===== src/rtl/ami_pkg.sv =====
package ami_pkg;
   typedef enum logic [1:0] {
      SYM_ZERO = 2'b00,
      SYM_POS  = 2'b01,
      SYM_NEG  = 2'b10,
      SYM_BAD  = 2'b11
   } sym_e;

   function automatic sym_e pulse_of(input logic neg);
      return neg ? SYM_NEG : SYM_POS;
   endfunction
endpackage


===== src/rtl/ami_scrambler.sv =====
module ami_scrambler #(
   parameter int SCR_LEN    = 9,
   parameter int SCR_TAP    = 5,
   parameter bit DESCRAMBLE = 1'b0
) (
   input  logic clk,
   input  logic rst_n,
   input  logic en,
   input  logic din,
   output logic dout
);
   logic [SCR_LEN-1:0] hist;
   logic               line_bit;

   if (SCR_TAP < 1 || SCR_TAP >= SCR_LEN) begin : g_bad_tap
      $error("ami_scrambler: SCR_TAP must lie in 1..SCR_LEN-1");
   end

   assign dout = din ^ hist[SCR_TAP-1] ^ hist[SCR_LEN-1];

   // The history always holds the line-side sequence.
   if (DESCRAMBLE) begin : g_desc
      assign line_bit = din;
   end else begin : g_scr
      assign line_bit = dout;
   end

   always_ff @(posedge clk) begin
      if (!rst_n)  hist <= '0;
      else if (en) hist <= {hist[SCR_LEN-2:0], line_bit};
   end
endmodule


===== src/rtl/ami_tx_burst.sv =====
module ami_tx_burst
   import ami_pkg::*;
#(
   parameter int PAYLOAD_BITS = 36,
   parameter int SCR_LEN      = 9,
   parameter int SCR_TAP      = 5
) (
   input  logic       clk,
   input  logic       rst_n,
   input  logic       sym_tick,
   input  logic       burst_req,
   input  logic       tx_bit,
   output logic       tx_take,
   output logic       tx_busy,
   output logic [1:0] tx_sym
);
   localparam int CW = $clog2(PAYLOAD_BITS + 1);

   if (PAYLOAD_BITS < 1) begin : g_bad_len
      $error("ami_tx_burst: PAYLOAD_BITS must be positive");
   end

   logic          busy;
   logic [CW-1:0] left;
   logic          last_neg;
   logic          scr_bit;
   sym_e          sym_q;

   assign tx_take = sym_tick & busy;
   assign tx_busy = busy;
   assign tx_sym  = sym_q;

   ami_scrambler #(.SCR_LEN(SCR_LEN), .SCR_TAP(SCR_TAP), .DESCRAMBLE(1'b0)) u_scr (
      .clk  (clk),
      .rst_n(rst_n),
      .en   (tx_take),
      .din  (tx_bit),
      .dout (scr_bit)
   );

   always_ff @(posedge clk) begin
      if (!rst_n) begin
         busy     <= 1'b0;
         left     <= '0;
         last_neg <= 1'b1;
         sym_q    <= SYM_ZERO;
      end else if (sym_tick) begin
         if (busy) begin
            if (scr_bit) begin
               sym_q    <= pulse_of(!last_neg);
               last_neg <= !last_neg;
            end else begin
               sym_q <= SYM_ZERO;
            end
            left <= left - 1'b1;
            if (left == CW'(1)) busy <= 1'b0;
         end else if (burst_req) begin
            sym_q    <= pulse_of(!last_neg);
            last_neg <= !last_neg;
            busy     <= 1'b1;
            left     <= CW'(PAYLOAD_BITS);
         end else begin
            sym_q <= SYM_ZERO;
         end
      end
   end
endmodule


===== src/rtl/ami_rx_burst.sv =====
module ami_rx_burst
   import ami_pkg::*;
#(
   parameter int PAYLOAD_BITS = 36,
   parameter int SCR_LEN      = 9,
   parameter int SCR_TAP      = 5
) (
   input  logic       clk,
   input  logic       rst_n,
   input  logic       rx_tick,
   input  logic [1:0] rx_sym,
   output logic       rx_bit,
   output logic       rx_valid,
   output logic       rx_bpv
);
   localparam int CW = $clog2(PAYLOAD_BITS + 1);

   logic          busy;
   logic [CW-1:0] left;
   logic          seen_mark;
   logic          prev_neg;
   logic          is_mark;
   logic          is_neg;
   logic          desc_bit;

   assign is_neg  = (rx_sym == SYM_NEG);
   assign is_mark = (rx_sym == SYM_POS) || is_neg;

   ami_scrambler #(.SCR_LEN(SCR_LEN), .SCR_TAP(SCR_TAP), .DESCRAMBLE(1'b1)) u_desc (
      .clk  (clk),
      .rst_n(rst_n),
      .en   (rx_tick & busy),
      .din  (is_mark),
      .dout (desc_bit)
   );

   always_ff @(posedge clk) begin
      if (!rst_n) begin
         busy      <= 1'b0;
         left      <= '0;
         seen_mark <= 1'b0;
         prev_neg  <= 1'b0;
         rx_bit    <= 1'b0;
         rx_valid  <= 1'b0;
         rx_bpv    <= 1'b0;
      end else begin
         rx_valid <= 1'b0;
         rx_bpv   <= 1'b0;
         if (rx_tick) begin
            if (is_mark) begin
               rx_bpv    <= seen_mark && (is_neg == prev_neg);
               prev_neg  <= is_neg;
               seen_mark <= 1'b1;
            end
            if (busy) begin
               rx_valid <= 1'b1;
               rx_bit   <= desc_bit;
               left     <= left - 1'b1;
               if (left == CW'(1)) busy <= 1'b0;
            end else if (is_mark) begin
               busy <= 1'b1;
               left <= CW'(PAYLOAD_BITS);
            end
         end
      end
   end
endmodule


===== src/rtl/ami_burst_codec.sv =====
module ami_burst_codec #(
   parameter int PAYLOAD_BITS = 36,
   parameter int SCR_LEN      = 9,
   parameter int SCR_TAP      = 5
) (
   input  logic       clk,
   input  logic       rst_n,
   input  logic       sym_tick,
   input  logic       burst_req,
   input  logic       tx_bit,
   output logic       tx_take,
   output logic       tx_busy,
   output logic [1:0] tx_sym,
   input  logic       rx_tick,
   input  logic [1:0] rx_sym,
   output logic       rx_bit,
   output logic       rx_valid,
   output logic       rx_bpv
);
   ami_tx_burst #(.PAYLOAD_BITS(PAYLOAD_BITS), .SCR_LEN(SCR_LEN), .SCR_TAP(SCR_TAP)) u_tx (
      .clk      (clk),
      .rst_n    (rst_n),
      .sym_tick (sym_tick),
      .burst_req(burst_req),
      .tx_bit   (tx_bit),
      .tx_take  (tx_take),
      .tx_busy  (tx_busy),
      .tx_sym   (tx_sym)
   );

   ami_rx_burst #(.PAYLOAD_BITS(PAYLOAD_BITS), .SCR_LEN(SCR_LEN), .SCR_TAP(SCR_TAP)) u_rx (
      .clk     (clk),
      .rst_n   (rst_n),
      .rx_tick (rx_tick),
      .rx_sym  (rx_sym),
      .rx_bit  (rx_bit),
      .rx_valid(rx_valid),
      .rx_bpv  (rx_bpv)
   );
endmodule


===== config.mk =====
export PLATFORM = sky130hd
export DESIGN_NAME = ami_burst_codec
export DESIGN_NICKNAME = d
export VERILOG_FILES = /design/src/rtl/ami_pkg.sv /design/src/rtl/ami_scrambler.sv /design/src/rtl/ami_tx_burst.sv /design/src/rtl/ami_rx_burst.sv /design/src/rtl/ami_burst_codec.sv
export SDC_FILE = /design/constraint.sdc
export NUM_CORES = 1
export LEC_CHECK = 0
export BUFFER_PORTS_ARGS = -buffer_cell sky130_fd_sc_hd__clkbuf_2
export CAP_MARGIN = 0
export CORE_ASPECT_RATIO = 0.7
export CORE_MARGIN = 3
export CORE_UTILIZATION = 40
export DETAILED_ROUTE_END_ITERATION = 12
export SYNTH_ARGS = -nofsm -noshare
export SYNTH_HDL_FRONTEND = slang
export SYNTH_SLANG_ARGS = --single-unit

===== constraint.sdc =====
create_clock -name clk -period 2.3 [get_ports clk]
set_input_delay 0.69 -clock clk [delete_from_list [all_inputs] [get_ports clk]]
set_output_delay 0.69 -clock clk [all_outputs]
set_load 0.01 [all_outputs]

* Word-level counts from Yosys, hierarchy flattened
Index checks and enable logic that the tools add are counted.
** Word-level totals
- Register bits after elaboration :: 40
- Output and inout bits :: 7
- Word-level logic and storage cells :: 57
** Operators by class
- $add $sub $neg :: 2
- Eq/ne operators :: 6
- Muxes and demuxes :: 18
- Bitwise operators :: 6
- Reductions and logical operators :: 12
** Operators with widths (count)
- 6-bit two-way mux :: 4
- 6-bit by 1-bit equality test with 1-bit output (second input constant) :: 2
- 6-bit by 1-bit subtractor with 6-bit output (second input constant) :: 2
- 1-bit two-way mux :: 10
- 2-bit AND reduction :: 5
- 2-bit two-way mux :: 4
- 3-bit AND reduction :: 2
- 2-bit nonzero test :: 2
- 1-bit bitwise XOR :: 4
- 1-bit bitwise AND :: 2
- 2-bit by 1-bit equality test with 1-bit output (second input constant) :: 1
- 2-bit equality test (second input constant) :: 1
- 2-bit != test (second input constant) :: 1
- 1-bit equality test :: 1
- 1-bit logical AND :: 1
- 1-bit logical NOT :: 1
- 1-bit logical OR :: 1

* Logic depth before layout (Yosys ltp)
Gate-level depths: netlist of the first run.
- Depth after elaboration :: 4
- Mapped depth :: 6

* By module
From an unflattened synthesis of the first run, not the netlist that was laid out.
** Second synthesis, totals
- Cells, all modules :: 182
- Area total of the unflattened synthesis :: 1790.5 um^2
** By module, submodules not included
- ami_rx_burst :: times used 1, cells an instance 69, area an instance 588.1 um^2, sequential area each 240.2 um^2
- ami_tx_burst :: times used 1, cells an instance 54, area an instance 484.2 um^2, sequential area each 200.2 um^2
- ami_scrambler at u_tx.u_scr :: times used 1, cells an instance 29, area an instance 362.8 um^2, sequential area each 180.2 um^2
- ami_scrambler at u_rx.u_desc :: times used 1, cells an instance 30, area an instance 355.3 um^2, sequential area each 180.2 um^2

* Worst setup path after synthesis of the first run
No wires, ideal clock.
- Kind :: input to register
- Start point :: in rx_sym[0]
- End point :: reg u_rx.left[3]
- Setup time :: 0.114 ns
- Data arrival time :: 1.654 ns
- Data required time :: 2.186 ns
- Setup slack :: 0.531 ns
- Stages on the path :: 6
- Buffers on the path :: 0
- Cell sequence :: inv_1 ha_1 and2b_1 nor2b_1 nand2b_1 nor2_1
** Between the ends
- Word-level cells in the longest chain between the ends :: 4
- Elaborated cells on any way between the ends :: 5
- Classes of those cells :: eq/ne (2); reduce/logical (3)
** Ends and longest elaborated chain
- start: declaration :: RTL line ami_burst_codec.sv:15 : input logic [1:0] rx_sym,
- 2-bit by 1-bit equality test with 1-bit output or 2-bit equality test (tied branches) :: RTL line ami_rx_burst.sv:27, ami_rx_burst.sv:26
- 1-bit logical OR * :: RTL line ami_rx_burst.sv:27 : assign is_mark = (rx_sym == SYM_POS) || is_neg;
- 2-bit nonzero test (no source line) *
- 2-bit AND reduction (no source line) *
- end signal: assignment :: RTL line ami_rx_burst.sv:58 : left <= left - 1'b1;
- end signal: assignment :: RTL line ami_rx_burst.sv:62 : left <= CW'(PAYLOAD_BITS);
- end: declaration :: RTL line ami_rx_burst.sv:19 : logic [CW-1:0] left;
Mark *: on every way between the ends. The rest lies on a longest branch, timed or not.
A chain may end at the register's enable or synchronous reset.

* Worst setup path after layout of the first run
- Start point :: in sym_tick
- End point :: out tx_take
** Between the ends
- Word-level cells in the longest chain between the ends :: 1
** Ends and longest elaborated chain
- start: declaration :: RTL line ami_burst_codec.sv:8 : input logic sym_tick,
- 1-bit bitwise AND :: RTL line ami_tx_burst.sv:29 : assign tx_take = sym_tick & busy;
- end: declaration :: RTL line ami_burst_codec.sv:11 : output logic tx_take,
Every way passes these cells.

==> flow_metrics.env, run 1 <==
export IMPL_fin_hold_ws_ns=0.455
export IMPL_synth_ff_type="dfxtp_1"
export IMPL_cp_arrival_ns=1.19
export IMPL_area_growth_pct=12.4
export IMPL_crit_path_end_kind="primary output"
export IMPL_grt_use_total_pct=14.2
export IMPL_antenna_found_initial=0
export IMPL_p_total_mw=1.35
export IMPL_placedCellCount=262
export IMPL_mappedNetlistNets=215
export IMPL_ys_seq_area_share_pct=48.1
export IMPL_leakagePower_nw=0.721
export IMPL_clock_sinks=40
export IMPL_critPathBufInv=3
export IMPL_first_pass_iters=5
export IMPL_wl_um=3180
export IMPL_critPathTopFamily="buffers and inverters"
export IMPL_cts_tree="done"
export IMPL_p_per_area_nw_per_um2=720
export IMPL_tightestPinTransition_ns=0.400
export IMPL_synth_avg_cell_area_um2=8.24
export IMPL_setup_violations=0
export IMPL_drt_first_iter_violations=91
export IMPL_fill_cells=375
export IMPL_maxSlewHeadroom_pct=73.3
export IMPL_outcome="finished clean"
export IMPL_synth_edf_count=0
export IMPL_n_antenna_cell=0
export IMPL_hold_viol_final=0
export IMPL_final_util_pct=49.8
export IMPL_drt_wirelength_per_cell_um=11.8
export IMPL_fin_setup_tns_ns=0
export IMPL_io_pins=15
export IMPL_synth_async_sr_flop_share_pct=0
export IMPL_path_max_fanout=11
export IMPL_fin_ws_ns=0.417
export IMPL_fp_row_count=18
export IMPL_ctsResizeCount=0
export IMPL_io_buffer_count=14
export IMPL_core_area_um2=3760
export IMPL_grt_pass1_vias=1193
export IMPL_placed_area_um2=1790
export IMPL_grt_ovfl_total=0
export IMPL_post_route_min_period_ns=1.88
export IMPL_clkTransAtPathRegs_ns=0.07
export IMPL_fin_crit_sh_pct=81.9
export IMPL_hold_buffers=0
export IMPL_ir_drop_mv=0.445
export IMPL_clockBufferDepth=2
export IMPL_die_w_um=83.1
export IMPL_die_h_um=60.0
export IMPL_postRouteAntennaNets=0
export IMPL_drv_slew=0
export IMPL_htreeDepth=2
export IMPL_grt_first_pass_wirelength_um=5550
export IMPL_synthCells=202
export IMPL_slowest_stage="clkbuf_2"
export IMPL_min_path_type="reg2reg"
export IMPL_required_ns=1.61
export IMPL_cts_setup_buffers=0
export IMPL_netlist_area_um2=1670
export IMPL_gp_congestion=0.723
export IMPL_critical_path_max_stage_delay_ns=0.17
export IMPL_vias=1336
export IMPL_fmax_ghz=0.531
export IMPL_dieArea_um2=4990
export IMPL_drive_gt1_share_pct=12.3
export IMPL_path_class="in2out"
export IMPL_synth_yosys_warnings=0
export IMPL_synth_seq_cells=40
export IMPL_drv_cap=0
export IMPL_vias_per_cell=4.97
export IMPL_initial_core_util_pct=44.3
export IMPL_finalClockSkew_ns=0.00468
export IMPL_rsz0062_at_grt="no"
export IMPL_dp_hpwl_um=2290
export IMPL_dp_slack_ns=0.355
export IMPL_path_cells="clkbuf_2 -> nand2_2 -> clkinv_1 -> clkbuf_2"
export IMPL_cp_start_kind="input pin"
export IMPL_cts_root_buf="clkbuf_8"
export IMPL_netlist_cell_type_count=33
export IMPL_fin_nets=232
export IMPL_route_detailed_drc=0
export IMPL_clk_insertion_delay_late_ns=0.29
export IMPL_grt_max_degree=18
export IMPL_cp_common_cell="clkbuf_2"
export IMPL_layout_common_cells="nand2_1 (40), dfxtp_1 (40), a21oi_1 (29), nor2_1 (25), clkbuf_2 (14)"
export IMPL_finalNonFillerCells=269
export IMPL_cts_buffers=5
export IMPL_fin_area_um2=1870
-- sequential cells by signal (all words and copies together) (netlist names) --
name / flops
u_tx.last_neg: 1
u_rx.left: 6
u_tx.left: 6
u_tx.tx_busy: 1
u_tx.u_scr.hist: 9
u_rx.rx_bpv: 1
u_rx.u_desc.hist: 9
u_rx.busy: 1
u_rx.rx_bit: 1
u_rx.rx_valid: 1
u_rx.prev_neg: 1
u_tx.tx_sym: 2
u_rx.seen_mark: 1
-- cells in the mapped netlist (all sizes together), types with 4 or more instances --
cell type,instances,share of area [%]
nand2,41,9.4
dfxtp,40,48
a21oi,30,9.2
nor2,25,5.6
o21ai,8,2.6
inv,6,1.4
buf,5,1.4
ha,5,3.8
nand2b,4,1.5
nand3,4,1.2
xnor2,4,2.1
-- layout make-up --
type                       count  area [um^2]  area share, %
clock buffer                   6         72.6           3.88
clock inverter                 1         5.00          0.267
inverter                       7         26.3           1.40
multi-input combinational    147          805           43.0
sequential                    40          801           42.8
tap                           50         62.6           3.34
timing repair buffer          18          100           5.35
-- logic make-up (layout without fill, tap and decap cells) --
family                   after synthesis  count (layout)  share of synthesized area, %
XOR/XNOR                               8               8                          5.03
AND/OR/NAND/NOR                       87              87                          23.2
adder cells (fa/ha/maj)                5               5                          3.76
buffers and inverters                 15              32                          3.61
multiplexers                           2               2                          1.20
flip-flops                            40              40                          48.1
AO/OA/AOI/OAI                         45              45                          15.1
-- worst min-delay path, delay by kind of cell, from the launching register on --
family             cells  cell delay (ns)
and+or+nand+nor        1             0.05
AOI/OAI and AO/OA      1             0.05
DFF                    1             0.32
-- routing by layer --
layer	vias to the layer above	global-route usage, %	share of wire (%)
met3	2	4.96	4.8
met1	608	20.2	54
li1	697	-	-
met4	0	3.50	0.57
met5	-	0	0
met2	29	20.4	40
-- final timing paths --
path | start | to | slack [ns] | cells after the start
setup / recovery | sym_tick | tx_take | 0.42 | 4
hold reg to reg | u_tx.u_scr.hist[0]$_SDFFE_PN0P_ | u_tx.u_scr.hist[1]$_SDFFE_PN0P_ | 0.45 | 2
hold / removal | u_tx.u_scr.hist[0]$_SDFFE_PN0P_ | u_tx.u_scr.hist[1]$_SDFFE_PN0P_ | 0.45 | 2
setup reg to reg | u_tx.tx_busy$_SDFFE_PN0P_ | u_tx.last_neg$_SDFFE_PN1P_ | 0.93 | 5
-- power breakdown --
group	switching [mW]	internal (mW)	total (mW)
Combinational	0.0929	0.0696	0.163
Clock	0.230	0.206	0.436
Sequential	0.0262	0.722	0.749
(Power assumes the default switching activity.)
==> run 2: changes to the inputs <==
Settings changed: ABC_AREA from default to 1.
Clock period 2.3 ns to 1.82 ns, I/O delays scaled along.
==> run 2 against run 1 <==
- non-clock buffer count did not move
- setup slack got worse by 0.19 ns
- critical path type unchanged
- synthesized cell count rose by 8.9%
- area after synthesis rose by 1.3%
- die area rose by 1.2%
- largest cell class is now registers
- critical path depth did not move
- combinational power rose by 57%
- highest routed layer unchanged
- first-iteration DRC count fell by 40%
- sequential cell count did not move
- total power rose by 33%
- via count rose by 3.2%
==> flow_metrics.env, run 2 <==
export IMPL_hold_buffers=0
export IMPL_synthAdderAreaFrac_pct=3.71
export IMPL_clockPowerShare_pct=31.2
export IMPL_maxSlewHeadroom_pct=67.9
export IMPL_vias=1379
export IMPL_io_buffer_count=14
export IMPL_layout_common_cells="nor2_1 (41), dfxtp_1 (40), nand2_1 (25), inv_1 (23), o21ai_0 (22)"
export IMPL_dp_hpwl_um=2200
export IMPL_required_ns=1.27
export IMPL_synth_ff_type="dfxtp_1"
export IMPL_fin_setup_tns_ns=0
export IMPL_drv_slew=0
export IMPL_dieArea_um2=5040
export IMPL_clkTransAtPathRegs_ns=0.08
export IMPL_min_path_type="reg2reg"
export IMPL_leakagePower_nw=0.862
export IMPL_grt_use_total_pct=13.7
export IMPL_final_util_pct=47.6
export IMPL_hold_viol_final=0
export IMPL_synth_area_leaders="dfxtp_1 (47%), nor2_1 (9.1%), o21ai_0 (6.5%)"
export IMPL_grt_first_pass_wirelength_um=5490
export IMPL_critPathBufInv=3
export IMPL_cts_setup_buffers=0
export IMPL_drv_cap=0
export IMPL_area_growth_pct=12.6
export IMPL_cp_start_kind="input pin"
export IMPL_fin_nets=252
export IMPL_grt_ovfl_total=0
export IMPL_synth_async_sr_flop_share_pct=0
export IMPL_rsz0062_at_grt="no"
export IMPL_htreeDepth=2
export IMPL_cts_root_buf="clkbuf_8"
export IMPL_ys_seq_area_share_pct=47.5
export IMPL_netlist_cell_type_count=32
export IMPL_synth_top_family_by_area="simple AND/OR/NAND/NOR gates"
export IMPL_clk_insertion_delay_late_ns=0.29
export IMPL_critical_path_max_stage_delay_ns=0.15
export IMPL_slowest_stage="clkbuf_2"
export IMPL_path_cells="clkbuf_2 -> nand2_4 -> inv_2 -> clkbuf_2"
export IMPL_p_per_area_nw_per_um2=941
export IMPL_drive_gt1_share_pct=15.5
export IMPL_setup_violations=0
export IMPL_synth_avg_cell_area_um2=7.67
export IMPL_synth_edf_count=0
export IMPL_crit_path_end_kind="primary output"
export IMPL_fin_ws_ns=0.226
export IMPL_synth_seq_cells=40
export IMPL_synth_compound_area_share_pct=14.2
export IMPL_cts_buffers=5
export IMPL_placedCellCount=284
export IMPL_p_int_mw=1.30
export IMPL_grt_pass1_vias=1179
export IMPL_first_pass_iters=4
export IMPL_cp_arrival_ns=1.05
export IMPL_fp_row_count=19
export IMPL_largest_registers="u_rx.u_desc.hist (9), u_tx.u_scr.hist (9)"
export IMPL_wl_um=3150
export IMPL_synth_xor_xnor_area_share_pct=1.56
export IMPL_finalClockSkew_ns=0.00496
export IMPL_clock_sinks=40
export IMPL_grt_max_degree=26
export IMPL_drt_first_iter_violations=55
export IMPL_clockBufferDepth=2
export IMPL_die_w_um=83.6
export IMPL_drt_wirelength_per_cell_um=10.8
export IMPL_pwr_share_comb_pct=14.3
export IMPL_core_area_um2=3990
export IMPL_postRouteAntennaNets=0
export IMPL_antenna_found_initial=0
export IMPL_vias_per_cell=4.74
export IMPL_path_class="in2out"
export IMPL_initial_core_util_pct=42.2
export IMPL_p_sw_uw=490
export IMPL_synth_most_common_cell="nor2_1"
export IMPL_fmax_ghz=0.627
export IMPL_fin_crit_sh_pct=87.6
export IMPL_netlist_area_um2=1690
export IMPL_reg2regPathDepth=7
export IMPL_synth_common_cells="nor2_1 (41), dfxtp_1 (40), nand2_1 (25), inv_1 (23), o21ai_0 (22)"
export IMPL_path_max_fanout=8
export IMPL_yosysTopAreaCell="dfxtp_1"
export IMPL_synth_yosys_warnings=0
export IMPL_n_antenna_cell=0
export IMPL_synth_top_area_share_pct=47.5
export IMPL_power_frac_seq_pct=54.5
export IMPL_mappedNetlistNets=233
export IMPL_post_route_min_period_ns=1.59
export IMPL_cts_tree="done"
export IMPL_synthSimpleGateAreaFrac_pct=25.6
export IMPL_cp_common_cell="clkbuf_2"
export IMPL_synthCells=220
export IMPL_io_pins=15
export IMPL_final_common_cell="nor2_1"
export IMPL_finalNonFillerCells=291
export IMPL_cp_num_cells=4
export IMPL_critPathTopFamily="buffers and inverters"
export IMPL_fill_cells=416
export IMPL_gp_congestion=0.789
export IMPL_dp_slack_ns=0.133
export IMPL_tightestPinTransition_ns=0.481
export IMPL_route_detailed_drc=0
export IMPL_outcome="finished clean"
export IMPL_hold_depth=2
export IMPL_switching_share_pct=27.4
export IMPL_ctsResizeCount=0
export IMPL_die_h_um=60.3
export IMPL_muxShareOfSynthArea_pct=0
export IMPL_ir_drop_mv=0.504
## run 2: cell count changes after synthesis, moves of 3 or more
cell / before / now
inv_1: 6 / 23
nor2_1: 25 / 41
xnor2_1: 4 / 0
nand2b_1: 4 / 0
nand2_2: 1 / 6
a21oi_1: 29 / 17
o21ai_0: 6 / 22
nand3_1: 4 / 8
nand4b_1: 3 / 0
nand2_1: 40 / 25
## run 2: power by group through the flow
stage / logic (mW) / registers (mW) / clock network, mW
CTS: 0.258 / 0.975 / 0.575
detailed placement: 0.256 / 0.995 / 0
global placement: 0.254 / 0.994 / 0
global route: 0.300 / 0.984 / 0.610
floorplan: 0.194 / 0.990 / 0
finish: 0.256 / 0.975 / 0.557
## run 2: path summary, 6_finish.rpt
path	startpoint	end	slack (ns)
setup / recovery	sym_tick	tx_take	0.23
hold / removal	u_rx.seen_mark$_SDFFE_PN0P_	u_rx.rx_bpv$_SDFF_PN0_	0.45
setup reg to reg	u_tx.tx_busy$_SDFFE_PN0P_	u_tx.tx_sym[1]$_SDFFE_PN0P_	0.59
hold reg to reg	u_rx.seen_mark$_SDFFE_PN0P_	u_rx.rx_bpv$_SDFF_PN0_	0.45
## run 2: worst min-delay path, stage by stage, from the launching register on
cell and delay [ns]:
dfxtp_1 0.30, inv_1 0.06, nor4_1 0.05
## run 2: kinds of logic (layout without fill, tap and decap cells)
logic type | after synthesis | count (layout)
and+or+nand+nor | 95 | 95
AOI/OAI and AO/OA | 46 | 46
DFF | 40 | 40
buffers and inverters | 31 | 50
adders and majority gates | 5 | 5
xor gates and xnor gates | 3 | 3
## run 2: cell type report
cell class              instances  area (um^2)  area share (%)
flip-flops and latches         40          801            42.2
multi-input cells             149          759            40.0
repair buffers                 18          100            5.27
inverters                      25         96.3            5.07
clock buffers                   6         72.6            3.82
well taps                      52         65.1            3.43
clock inverters                 1         5.00           0.264
## run 2: through the flow
| stage | hold slack [ns] | cell area [um^2] | power [mW] |
|---|---|---|---|
| final | 0.449 | 1900 | 1.79 |
| after global routing | 0.482 | 1900 | 1.89 |
| after CTS | 0.453 | 1900 | 1.81 |
| after detailed placement | 0.441 | 1820 | 1.25 |
| after global placement | 0.448 | 1820 | 1.25 |
| after floorplan | 0.423 | 1690 | 1.18 |
## run 2: metal layers
layer | GRT usage [%] | wire length [um] | part of all wire (%) | up-vias
li1 | - | - | - | 750
met5 | 0 | 0 | 0 | -
met3 | 4.48 | 119 | 3.8 | 7
met4 | 5.50 | 52 | 1.7 | 0
met1 | 19.5 | 1760 | 56 | 606
met2 | 19.1 | 1220 | 39 | 16
